--- src/rtl/prio_ingress_policer.sv ---
module prio_ingress_policer #(
  parameter int CODE_W       = 7,
  parameter int DEPTH        = 1536,
  parameter int MIN_CREDIT   = 64,
  parameter int OVH_BYTES    = 20,
  parameter int TICK_CYCLES  = 50000,
  parameter int FINE_LAST    = 15,
  parameter int FINE_BYTES   = 8,
  parameter int COARSE_BYTES = 125,
  parameter int FAST_MBPS    = 100,
  parameter int SLOW_MBPS    = 10
) (
  input  logic              clk,
  input  logic              rst,
  input  logic              frm_start,
  input  logic [1:0]        frm_type,
  input  logic [1:0]        frm_prio,
  input  logic              byte_vld,
  input  logic              link_100,
  input  logic [4*CODE_W-1:0] rate_code,
  input  logic [1:0]        type_sel,
  input  logic              fc_en,
  input  logic              four_q,
  input  logic              qbased_en,
  input  logic              len_ovh_en,
  output logic              drop,
  output logic              pause
);
  localparam int NQ   = 4;
  localparam int BW   = $clog2(DEPTH + 1);
  localparam int TW   = $clog2(TICK_CYCLES + 1);
  localparam int HALF = DEPTH / 2;

  logic [TW-1:0]  tcnt;
  logic [BW-1:0]  bkt [NQ];
  logic [BW-1:0]  nxt [NQ];
  logic [NQ-1:0]  unl, pflag;
  logic [1:0]     q, act_q;
  logic           chg, tick, counted, limited, over, admit_chg;

  function automatic int credit_of(input logic [CODE_W-1:0] c);
    if (int'(c) <= FINE_LAST) return int'(c) * FINE_BYTES;
    return (int'(c) - FINE_LAST) * COARSE_BYTES;
  endfunction

  assign tick      = (tcnt == TW'(TICK_CYCLES - 1));
  assign q         = !qbased_en ? 2'd0 : (four_q ? frm_prio : {1'b0, frm_prio[1]});
  assign counted   = (type_sel == 2'd0) || (frm_type == type_sel);
  assign limited   = counted && !unl[q];
  assign over      = bkt[q] < BW'(MIN_CREDIT);
  assign admit_chg = limited && (!over || fc_en);
  assign pause     = |pflag;

  always_comb begin
    for (int i = 0; i < NQ; i++) begin
      logic [CODE_W-1:0] c;
      int nv;
      c      = rate_code[i*CODE_W +: CODE_W];
      unl[i] = (c == '0) ||
               (int'(c) > FINE_LAST + (link_100 ? FAST_MBPS : SLOW_MBPS));
      nv = int'(bkt[i]);
      if (tick) nv = nv + credit_of(c);
      if (byte_vld && chg && act_q == 2'(i)) nv = nv - 1;
      if (frm_start && admit_chg && len_ovh_en && q == 2'(i)) nv = nv - OVH_BYTES;
      if (nv < 0) nv = 0;
      if (nv > DEPTH) nv = DEPTH;
      nxt[i] = BW'(nv);
    end
  end

  always_ff @(posedge clk) begin
    if (rst) begin
      tcnt  <= '0;
      chg   <= 1'b0;
      act_q <= 2'd0;
      drop  <= 1'b0;
      pflag <= '0;
      for (int i = 0; i < NQ; i++) bkt[i] <= BW'(DEPTH);
    end else begin
      tcnt <= tick ? '0 : tcnt + TW'(1);
      drop <= frm_start && limited && over && !fc_en;
      if (frm_start) begin
        chg   <= admit_chg;
        act_q <= q;
      end
      for (int i = 0; i < NQ; i++) begin
        bkt[i] <= nxt[i];
        if (frm_start && limited && over && fc_en && q == 2'(i))
          pflag[i] <= 1'b1;
        else if (bkt[i] > BW'(HALF))
          pflag[i] <= 1'b0;
      end
    end
  end
endmodule


--- config.mk ---
export PLATFORM = sky130hd
export DESIGN_NAME = prio_ingress_policer
export DESIGN_NICKNAME = d
export VERILOG_FILES = /design/src/rtl/prio_ingress_policer.sv
export SDC_FILE = /design/constraint.sdc
export NUM_CORES = 1
export LEC_CHECK = 0
export CAP_MARGIN = 5
export CORE_UTILIZATION = 42
export DETAILED_ROUTE_END_ITERATION = 16
export MAX_ROUTING_LAYER = met4
export SLEW_MARGIN = 20
export SYNTH_ARGS = -nofsm -noshare
export SYNTH_HDL_FRONTEND = slang
export SYNTH_SLANG_ARGS = --single-unit
--- constraint.sdc ---
create_clock -name clk -period 11.4 [get_ports clk]
set_clock_uncertainty 0.05 [all_clocks]
set_input_delay 1.14 -clock clk [delete_from_list [all_inputs] [get_ports clk]]
set_output_delay 1.14 -clock clk [all_outputs]
set_load 0.005 [all_outputs]
==> impl_results.md, run 1 <==
* First-pass GRT wire length at 86800 um
* Die area at 0.0450 mm2
* Clk root buf: clkbuf_16
* Register bit total from synthesis at 68
* Final period util at 89.4%
* Leakage at 0.00883 uW
* Die H at 212 um
* Net Sw Frac at 57.1%
* Count leader, synth: inv_1
* Initial antenna violation count at 3
* Vias per Instance at 5.74
* GR Util All Layers at 24.2%
* Combinational share of power at 90.7%
* Top_reg_cell synth: dfxtp_1
* Synth top area cells: ha_1 (15%), fa_1 (11%), dfxtp_1 (7.3%)
* Site Rows at 76
* Final WL at 51600 um
* Worst path arrival time at 10.42 ns
* Drt drc at 0
* PwrDens at 295 mW/mm2
* DP HPWL at 42300 um
* Cell Area, Placed at 0.0195 mm2
* Sequential Power Share at 4.3%
* Die X-Extent at 212 um
* Reg clk slew, reported paths at 0.06 ns
* Congestion Overflow GR at 0
* Clock tree buffer depth at 2
* Final setup TNS at 0 ns
* Largest net degree at the start of global routing at 36
* Worst setup EP type: register
* Core Region at 0.0433 mm2
* Syn Std Cell Area at 0.0185 mm2
* Sequential element share of the synthesized area at 7.34%
* Synth top cells by count: inv_1 (325), nor2_1 (226), ha_1 (222), nand2_1 (167), xnor2_1 (123)
* Worst Max-Slew Pin Slew at 1.01 ns
* Wire length per cell at 16.8 um
* Share of cells above drive strength 1 at 4.95%
* Antenna-violating nets left at 0
* Max Slew Vio Count at 0
* Post-Synthesis Cells at 2473
* Tmin final at 10.19 ns
* Fillers at 4382
* Worst hold path class: register to register
* Most used cell, CP: inv_1
* Cell taking the most area after synthesis: ha_1
* Slew headroom at 31.3%
* Fin cells at 3075
* Power Total at 5870 uW
* RD Place Congestion at 0.905
* Status: completed
* Fmax at 98.1 MHz
* Startpoint types: input port
* Critical path class: input port to register
* Post-CTS setup buffer count at 0
* Vias at 17.6k
* Clock share of power at 5.0%
* TritonCTS sink count at 68
* Post-route cell area at 0.0199 mm2
* DRT iter0 DRCs at 1254
* Crit-path max cell delay at 0.62 ns
* Final nets at 2851
* Synth top area share at 15.0%
* CTS resizes at 0
* Max_cap viols at 0
* Worst IR Drop VDD at 0.243 mV
* Psw at 3350 uW
* CP max-delay cell: clkdlybuf4s50_1
* RSZ-0062 raised after global routing: no
* Placed cells at 3056
* I/O pin cnt at 45
* Worst path required time at 11.63 ns
* Area Overhead vs Synth at 7.18%
* Syn Area/Cell at 7.50 um2
* CTS H-tree depth at 3
* CTS tree: done
* Crit Path Max Fanout at 7
* Core Util, Final at 45.9%
* Initial Util at 42.8%
* Vias in the first global route at 17.3k
* Num CTS Buffers at 9
* Yosys Warn Count at 0
* Hold-fix buffers, CTS at 0
* Async SR Flop Fraction at 0%
* Iteration count of the initial detailed-routing pass at 5
* Hold Fails Final Rpt at 0
* IO Port Bufs at 44
* Worst skew pair latency at 0.34 ns
* Post-synth EDFFs at 0
* Post-synthesis cell type count at 113
* Setup-failing EPs final at 0
* Internal at 2520 uW
==> final timing paths <==
check | startpoint | to | slack, ns | depth (start not counted)
min reg2reg | tcnt[0]$_SDFF_PP0_ | tcnt[0]$_SDFF_PP0_ | 0.42 | 1
max reg2reg | tcnt[5]$_SDFF_PP0_ | bkt[1][2]$_SDFF_PP0_ | 5.30 | 16
min | tcnt[0]$_SDFF_PP0_ | tcnt[0]$_SDFF_PP0_ | 0.42 | 1
max | rate_code[21] | bkt[3][1]$_SDFF_PP0_ | 1.21 | 34
==> power groups by stage <==
stage / registers [uW] / clock network (uW) / logic [uW]
floorplan: 253 / 0 / 4250
global placement: 256 / 0 / 5180
detailed placement: 256 / 0 / 5240
CTS: 251 / 300 / 5280
global route: 252 / 309 / 6060
finish: 251 / 296 / 5320
==> critical path: cells and delay by family <==
kind                     cells  cell delay [ns]
AO/OA/AOI/OAI                6             2.07
XOR/XNOR                     1             0.62
adder cells (fa/ha/maj)      7             2.69
buffers and inverters        7             1.12
AND/OR/NAND/NOR             13             2.75
==> per-stage QoR <==
stage	worst slack, ns	hold slack [ns]
2_1_floorplan	2.42	0.376
3_3_place_gp	1.23	0.399
3_5_place_dp	0.951	0.415
4_1_cts	1.30	0.428
5_1_grt	0.454	0.479
6_report	1.21	0.422
==> flip-flops by register name (all words and copies together) (netlist names) <==
signal,count
bkt,44
tcnt,16
pflag,4
act_q,2
chg,1
drop,1
==> layout make-up <==
cell class | instances | area [um2] | area share (%)
Multi-Input combinational cell | 2020 | 15700 | 79.0
Tap cell | 585 | 732 | 3.68
Clock buffer | 11 | 253 | 1.27
Sequential cell | 68 | 1360 | 6.85
Antenna cell | 3 | 7.51 | 0.0378
Inverter | 325 | 1220 | 6.14
Clock inverter | 5 | 58.8 | 0.296
Timing Repair Buffer | 58 | 546 | 2.75
==> routing by layer <==
metal	vias to the layer above	track usage [%]	wire length (um)
li1	8781	-	-
met1	8439	32.2	24700
met2	373	39.8	24000
met3	47	2.17	2020
met4	0	5.15	903
met5	-	-	0
==> cell usage in the layout (no fill, tap or decap), types with 15 or more instances in the layout <==
cell type	n
o211ai_1	29
nor3_1	99
nor2b_1	22
a211oi_1	36
fa_1	104
nor2_1	226
a21oi_1	104
or3_1	34
nor4_1	26
nand3_1	79
o21ai_0	103
ha_1	222
nand2b_1	29
a21o_1	39
inv_1	325
dfxtp_1	68
xor2_1	75
a211o_1	18
nand2_1	167
o21a_1	28
nor3b_1	15
and2_1	28
xnor2_1	123
nand4_1	31
mux2_2	16
or2_2	19
mux2i_1	41
and3_1	26
a31oi_1	19
clkdlybuf4s50_1	44
==> cells by family after synthesis <==
family,count (synthesis),share of synthesized area (%)
compound gates,551,20.9
mux,57,3.19
other cells,1,0.0202
simple gates,883,24.7
fa+ha+maj,326,26.2
buf+inv,388,8.13
flops,68,7.34
xor+xnor,199,9.48
Note: power is estimated with default switching activity, not from simulation.
==> run 2, diff against run 1 <==
--- a/config.mk
+++ b/config.mk
@@ -8,6 +8,7 @@
 export CAP_MARGIN = 5
 export CORE_UTILIZATION = 42
 export DETAILED_ROUTE_END_ITERATION = 16
+export GPL_TIMING_DRIVEN = 0
 export MAX_ROUTING_LAYER = met4
 export SLEW_MARGIN = 20
 export SYNTH_ARGS = -nofsm -noshare
==> run 2 against run 1 <==
Register-to-register slack lost 1.6 ns. Sequential cell count did not move. Design area up 0.67%. Hold slack worse by 0.0079 ns. Clock-buffer cell count shrank 1. Wire length is 5.6% higher. Power up 0.15%. Sequential power hardly changed. Combinational power about the same. First-iteration DRC count fell by 6.5%. Fmax shrank 3.8%. Largest cell class unchanged.
==> impl_results.md, run 2 (synthesized netlist as in run 1, its figures left out) <==
* TritonCTS sink count at 68
* Num CTS Buffers at 9
* Cell Area, Placed at 0.0197 mm2
* Congestion Overflow GR at 0
* Combinational share of power at 90.9%
* GR Util All Layers at 25.1%
* Setup-failing EPs final at 0
* Internal at 2510 uW
* RD Place Congestion at 0.938
* Hold Fails Final Rpt at 0
* CTS tree: done
* DP HPWL at 44700 um
* Site Rows at 76
* Worst setup EP type: register
* R2R Path End: bkt[2][3]$_SDFF_PP0_
* Fmax at 94.4 MHz
* Worst skew pair latency at 0.35 ns
* Multi-input logic area at 0.0157 mm2
* CTS H-tree depth at 3
* CTS resizes at 0
* Clock tree buffer depth at 2
* Final period util at 93.0%
* Worst Max-Slew Pin Slew at 1.01 ns
* Drt drc at 0
* Die X-Extent at 212 um
* Leakage at 0.00886 uW
* Worst hold path class: register to register
* Tmin final at 10.60 ns
* Post-CTS setup buffer count at 0
* Crit-path max cell delay at 0.69 ns
* Largest regs: bkt: 44 flops, tcnt: 16 flops, pflag: 4 flops
* Reg clk slew, reported paths at 0.06 ns
* Min-Delay Startpoint: tcnt[0]$_SDFF_PP0_
* Die H at 212 um
* Power Total at 5880 uW
* Antenna-violating nets left at 0
* Net Sw Frac at 57.3%
* Most used cell, CP: inv_1
* Clk root buf: clkbuf_16
* Slew headroom at 33.0%
* Hold-fix buffers, CTS at 0
* Wire length per cell at 17.5 um
* Fillers at 4375
* Iteration count of the initial detailed-routing pass at 6
* R2r setup slk at 3.71 ns
* R2R depth at 22
* Sequential Power Share at 4.3%
* RSZ-0062 raised after global routing: no
* Max_cap viols at 0
* Largest net degree at the start of global routing at 13
* IO Port Bufs at 40
* Clock share of power at 4.8%
* Worst path arrival time at 10.83 ns
* Vias at 17.9k
* Largest reg by FF count: bkt
* Seq. cell area at 0.00136 mm2
* Hold Path Depth at 1
* Area Overhead vs Synth at 7.89%
* Most frequent cells in the layout: inv_1 (325), nor2_1 (226), ha_1 (222), nand2_1 (167), xnor2_1 (123)
* I/O pin cnt at 45
* Placed cells at 3102
* Core Util, Final at 46.2%
* PwrDens at 294 mW/mm2
* Crit Path Max Fanout at 7
* Max Slew Vio Count at 0
* Vias per Instance at 5.73
* Status: completed
* Final setup TNS at 0 ns
* Final nets at 2897
* Post-route cell area at 0.0200 mm2
* Max FFs per register at 44
* Share of cells above drive strength 1 at 4.82%
* Die area at 0.0450 mm2
* DRT iter0 DRCs at 1173
* FF-to-FF Start: tcnt[5]$_SDFF_PP0_
* Fin cells at 3120
* Vias in the first global route at 17.2k
* Critical path class: input port to register
* Worst path required time at 11.64 ns
* Most common cell after layout, fill and taps aside: inv_1
* Core Region at 0.0433 mm2
* Startpoint types: input port
* Initial antenna violation count at 2
* Psw at 3370 uW
* Hold Path Sink: tcnt[0]$_SDFF_PP0_
* Initial Util at 42.8%
* Final WL at 54500 um
* First-pass GRT wire length at 88100 um
* CP max-delay cell: xor2_1
* Worst IR Drop VDD at 0.231 mV
## run 2: changes by cell type in the layout (fill, tap and decap cells not counted), moves of 2 or more
cell and change:
buf_6 +6, clkdlybuf4s50_1 -4, buf_2 +6, clkbuf_8 -2, clkinv_4 +2, buf_4 -13
clkbuf_1 +50
## run 2: critical path, delay by kind of cell
family / cells / cell delay, ns
AOI/OAI and AO/OA: 7 / 2.17
xor gates and xnor gates: 3 / 1.09
adders and majority gates: 7 / 2.86
buffers and inverters: 8 / 1.35
and+or+nand+nor: 12 / 2.19
## run 2: worst max path at each step
stage,start,to,slack (ns),cells past startpoint
2_1_floorplan,rate_code[23],bkt[3][5]$_SDFF_PP0_,2.42,36
3_3_place_gp,rate_code[21],bkt[3][5]$_SDFF_PP0_,0.58,37
3_5_place_dp,rate_code[21],bkt[3][4]$_SDFF_PP0_,0.48,37
4_1_cts,rate_code[21],bkt[3][4]$_SDFF_PP0_,0.84,37
5_1_grt,rate_code[21],bkt[3][5]$_SDFF_PP0_,0.15,37
6_report,rate_code[21],bkt[3][4]$_SDFF_PP0_,0.80,37
## run 2: layout make-up
type / count / area share, %
Tap cell: 585 / 3.66
Clock inverter: 6 / 0.325
Clock buffer: 10 / 1.14
Inverter: 325 / 6.10
Multi-Input combinational cell: 2020 / 78.4
Antenna cell: 2 / 0.0250
Buffer: 63 / 1.43
Timing Repair Buffer: 41 / 2.06
Sequential cell: 68 / 6.81
## run 2: routing by layer
metal  GRT usage [%]  up-vias  routed length, um
li1                -     8876                  -
met1            32.4     8499              25200
met2            41.6      426              25300
met3            2.63       78               2610
met4            7.05        0               1380
met5               -        -                  0
## run 2: through the flow
stage	setup WS, ns	hold slack [ns]
global placement	0.576	0.394
CTS	0.838	0.412
floorplan	2.42	0.376
detailed placement	0.481	0.399
finish	0.802	0.414
global route	0.154	0.431
## run 2: power groups by stage
stage,Sequential (uW),Combinational [uW],Clock (uW)
after floorplan,253,4250,0
after global placement,256,5180,0
after detailed placement,256,5260,0
after CTS,251,5310,287
after global routing,252,6040,300
final,251,5340,284
==> run 3, diff against run 2 <==
--- a/config.mk
+++ b/config.mk
@@ -7,6 +7,7 @@
 export LEC_CHECK = 0
 export CAP_MARGIN = 5
 export CORE_UTILIZATION = 42
+export CTS_BUF_LIST = sky130_fd_sc_hd__clkbuf_8 sky130_fd_sc_hd__clkbuf_16
 export DETAILED_ROUTE_END_ITERATION = 16
 export GPL_TIMING_DRIVEN = 0
 export MAX_ROUTING_LAYER = met4
==> run 3 against run 2 <==
Clock-buffer cell count down 1. Combinational power about the same. Sequential power hardly changed. Sequential share of layout area unchanged. Critical path type unchanged. Critical endpoint unchanged. Largest cell class unchanged.
==> impl_results.md, run 3 (synthesized netlist as in run 1, its figures left out) <==
* Vias per Instance at 5.73
* Hold Path Sink: tcnt[0]$_SDFF_PP0_
* Pre-CTS setup slack at 0.481 ns
* Most used cell, CP: inv_1
* I/O pin cnt at 45
* IO Port Bufs at 40
* Max_cap viols at 0
* Crit path buf inv count at 8
* CTS H-tree depth at 3
* Largest regs: bkt: 44 flops, tcnt: 16 flops, pflag: 4 flops
* Leakage at 0.00887 uW
* GR Util All Layers at 25.1%
* Drt drc at 0
* Final WL at 54400 um
* DP HPWL at 44700 um
* R2r setup slk at 3.70 ns
* FF-to-FF Start: tcnt[5]$_SDFF_PP0_
* CTS tree: done
* Vias at 17.9k
* Worst path required time at 11.64 ns
* Initial Util at 42.8%
* Startpoint types: input port
* Most frequent cells in the layout: inv_1 (326), nor2_1 (226), ha_1 (222), nand2_1 (167), xnor2_1 (123)
* Initial antenna violation count at 2
* Site Rows at 76
* Slew headroom at 34.3%
* CP max-delay cell: xor2_1
* Hold Fails Final Rpt at 0
* Setup-failing EPs final at 0
* Most common cell after layout, fill and taps aside: inv_1
* Final setup TNS at 0 ns
* Post-route cell area at 0.0200 mm2
* Post-CTS setup buffer count at 0
* Wire length per cell at 17.4 um
* Final period util at 92.6%
* Crit Path Max Fanout at 7
* Fmax at 94.7 MHz
* Min-Delay Startpoint: tcnt[0]$_SDFF_PP0_
* Fillers at 4375
* Congestion Overflow GR at 0
* Largest reg by FF count: bkt
* Max FFs per register at 44
* First-pass GRT wire length at 88100 um
* Vias in the first global route at 17.2k
* Clock tree buffer depth at 2
* Antenna-violating nets left at 0
* RD Place Congestion at 0.938
* R2R Path End: bkt[2][3]$_SDFF_PP0_
* Core Region at 0.0433 mm2
* Status: completed
* Die H at 212 um
* Crit-path max cell delay at 0.69 ns
* Tmin final at 10.56 ns
* Hold Path Depth at 1
* Clk root buf: clkbuf_16
* PnR worst setup slack at 0.842 ns
* Hold-fix buffers, CTS at 0
* Worst skew pair latency at 0.35 ns
* RSZ-0062 raised after global routing: no
* Core Util, Final at 46.2%
* Area Overhead vs Synth at 7.89%
* Share of cells above drive strength 1 at 4.82%
* Iteration count of the initial detailed-routing pass at 6
* Max Slew Vio Count at 0
* Die X-Extent at 212 um
* Worst Max-Slew Pin Slew at 0.985 ns
* R2R depth at 22
* Worst hold path class: register to register
* Cell Area, Placed at 0.0197 mm2
* Reg clk slew, reported paths at 0.06 ns
* PwrDens at 294 mW/mm2
* Die area at 0.0450 mm2
* TritonCTS sink count at 68
* Num CTS Buffers at 9
* Largest net degree at the start of global routing at 13
* Worst path arrival time at 10.80 ns
* DRT iter0 DRCs at 1168
* Final nets at 2897
* Worst IR Drop VDD at 0.231 mV
* CTS resizes at 0
* Critical path class: input port to register
* Crit-path leading delay family: adder cells
* Worst setup EP type: register
run 3: worst max path at each step:
stage / slack [ns] / to / startpoint / cells after the start
after floorplan: 2.42 / bkt[3][5]$_SDFF_PP0_ / rate_code[23] / 36
after global placement: 0.58 / bkt[3][5]$_SDFF_PP0_ / rate_code[21] / 37
after detailed placement: 0.48 / bkt[3][4]$_SDFF_PP0_ / rate_code[21] / 37
after CTS: 0.84 / bkt[3][4]$_SDFF_PP0_ / rate_code[21] / 37
after global routing: 0.15 / bkt[3][5]$_SDFF_PP0_ / rate_code[21] / 37
final: 0.84 / bkt[3][4]$_SDFF_PP0_ / rate_code[21] / 37
run 3: metrics by stage:
| step | hold slack, ns | total power [uW] | instances |
|---|---|---|---|
| floorplan | 0.376 | 4500 | 2476 |
| global placement | 0.394 | 5430 | 3101 |
| detailed placement | 0.399 | 5520 | 3102 |
| CTS | 0.412 | 5840 | 3118 |
| global route | 0.431 | 6590 | 3120 |
| finish | 0.414 | 5880 | 3120 |
run 3: where the power goes:
| group | total (uW) | switching (uW) | internal, uW |
|---|---|---|---|
| clock | 284 | 115 | 169 |
| combinational | 5340 | 3250 | 2100 |
| sequential | 251 | 8.34 | 243 |
| total | 5880 | 3370 | 2510 |
run 3: layer usage:
layer	track usage (%)	wire length, um
met3	2.63	2620
met1	32.4	25200
met2	41.6	25300
met5	-	0
met4	7.05	1320
run 3: worst reg2reg max path: cells and delay by family (launching register included):
family                   cells  cell delay (ns)
buffers and inverters        7             2.43
AND/OR/NAND/NOR              8             2.72
AO/OA/AOI/OAI                5             1.42
adder cells (fa/ha/maj)      1             0.21
multiplexers                 1             0.44
flip-flops                   1             0.37
run 3: final cells by class:
type / instances / area (um2) / share of cell area, %
clock inverters: 7 / 68.8 / 0.344
multi-input cells: 2020 / 15700 / 78.4
well taps: 585 / 732 / 3.66
inverters: 325 / 1220 / 6.10
plain buffers: 63 / 287 / 1.43
repair buffers: 41 / 412 / 2.06
diodes: 2 / 5.00 / 0.0250
flip-flops and latches: 68 / 1360 / 6.81
clock buffers: 9 / 225 / 1.13
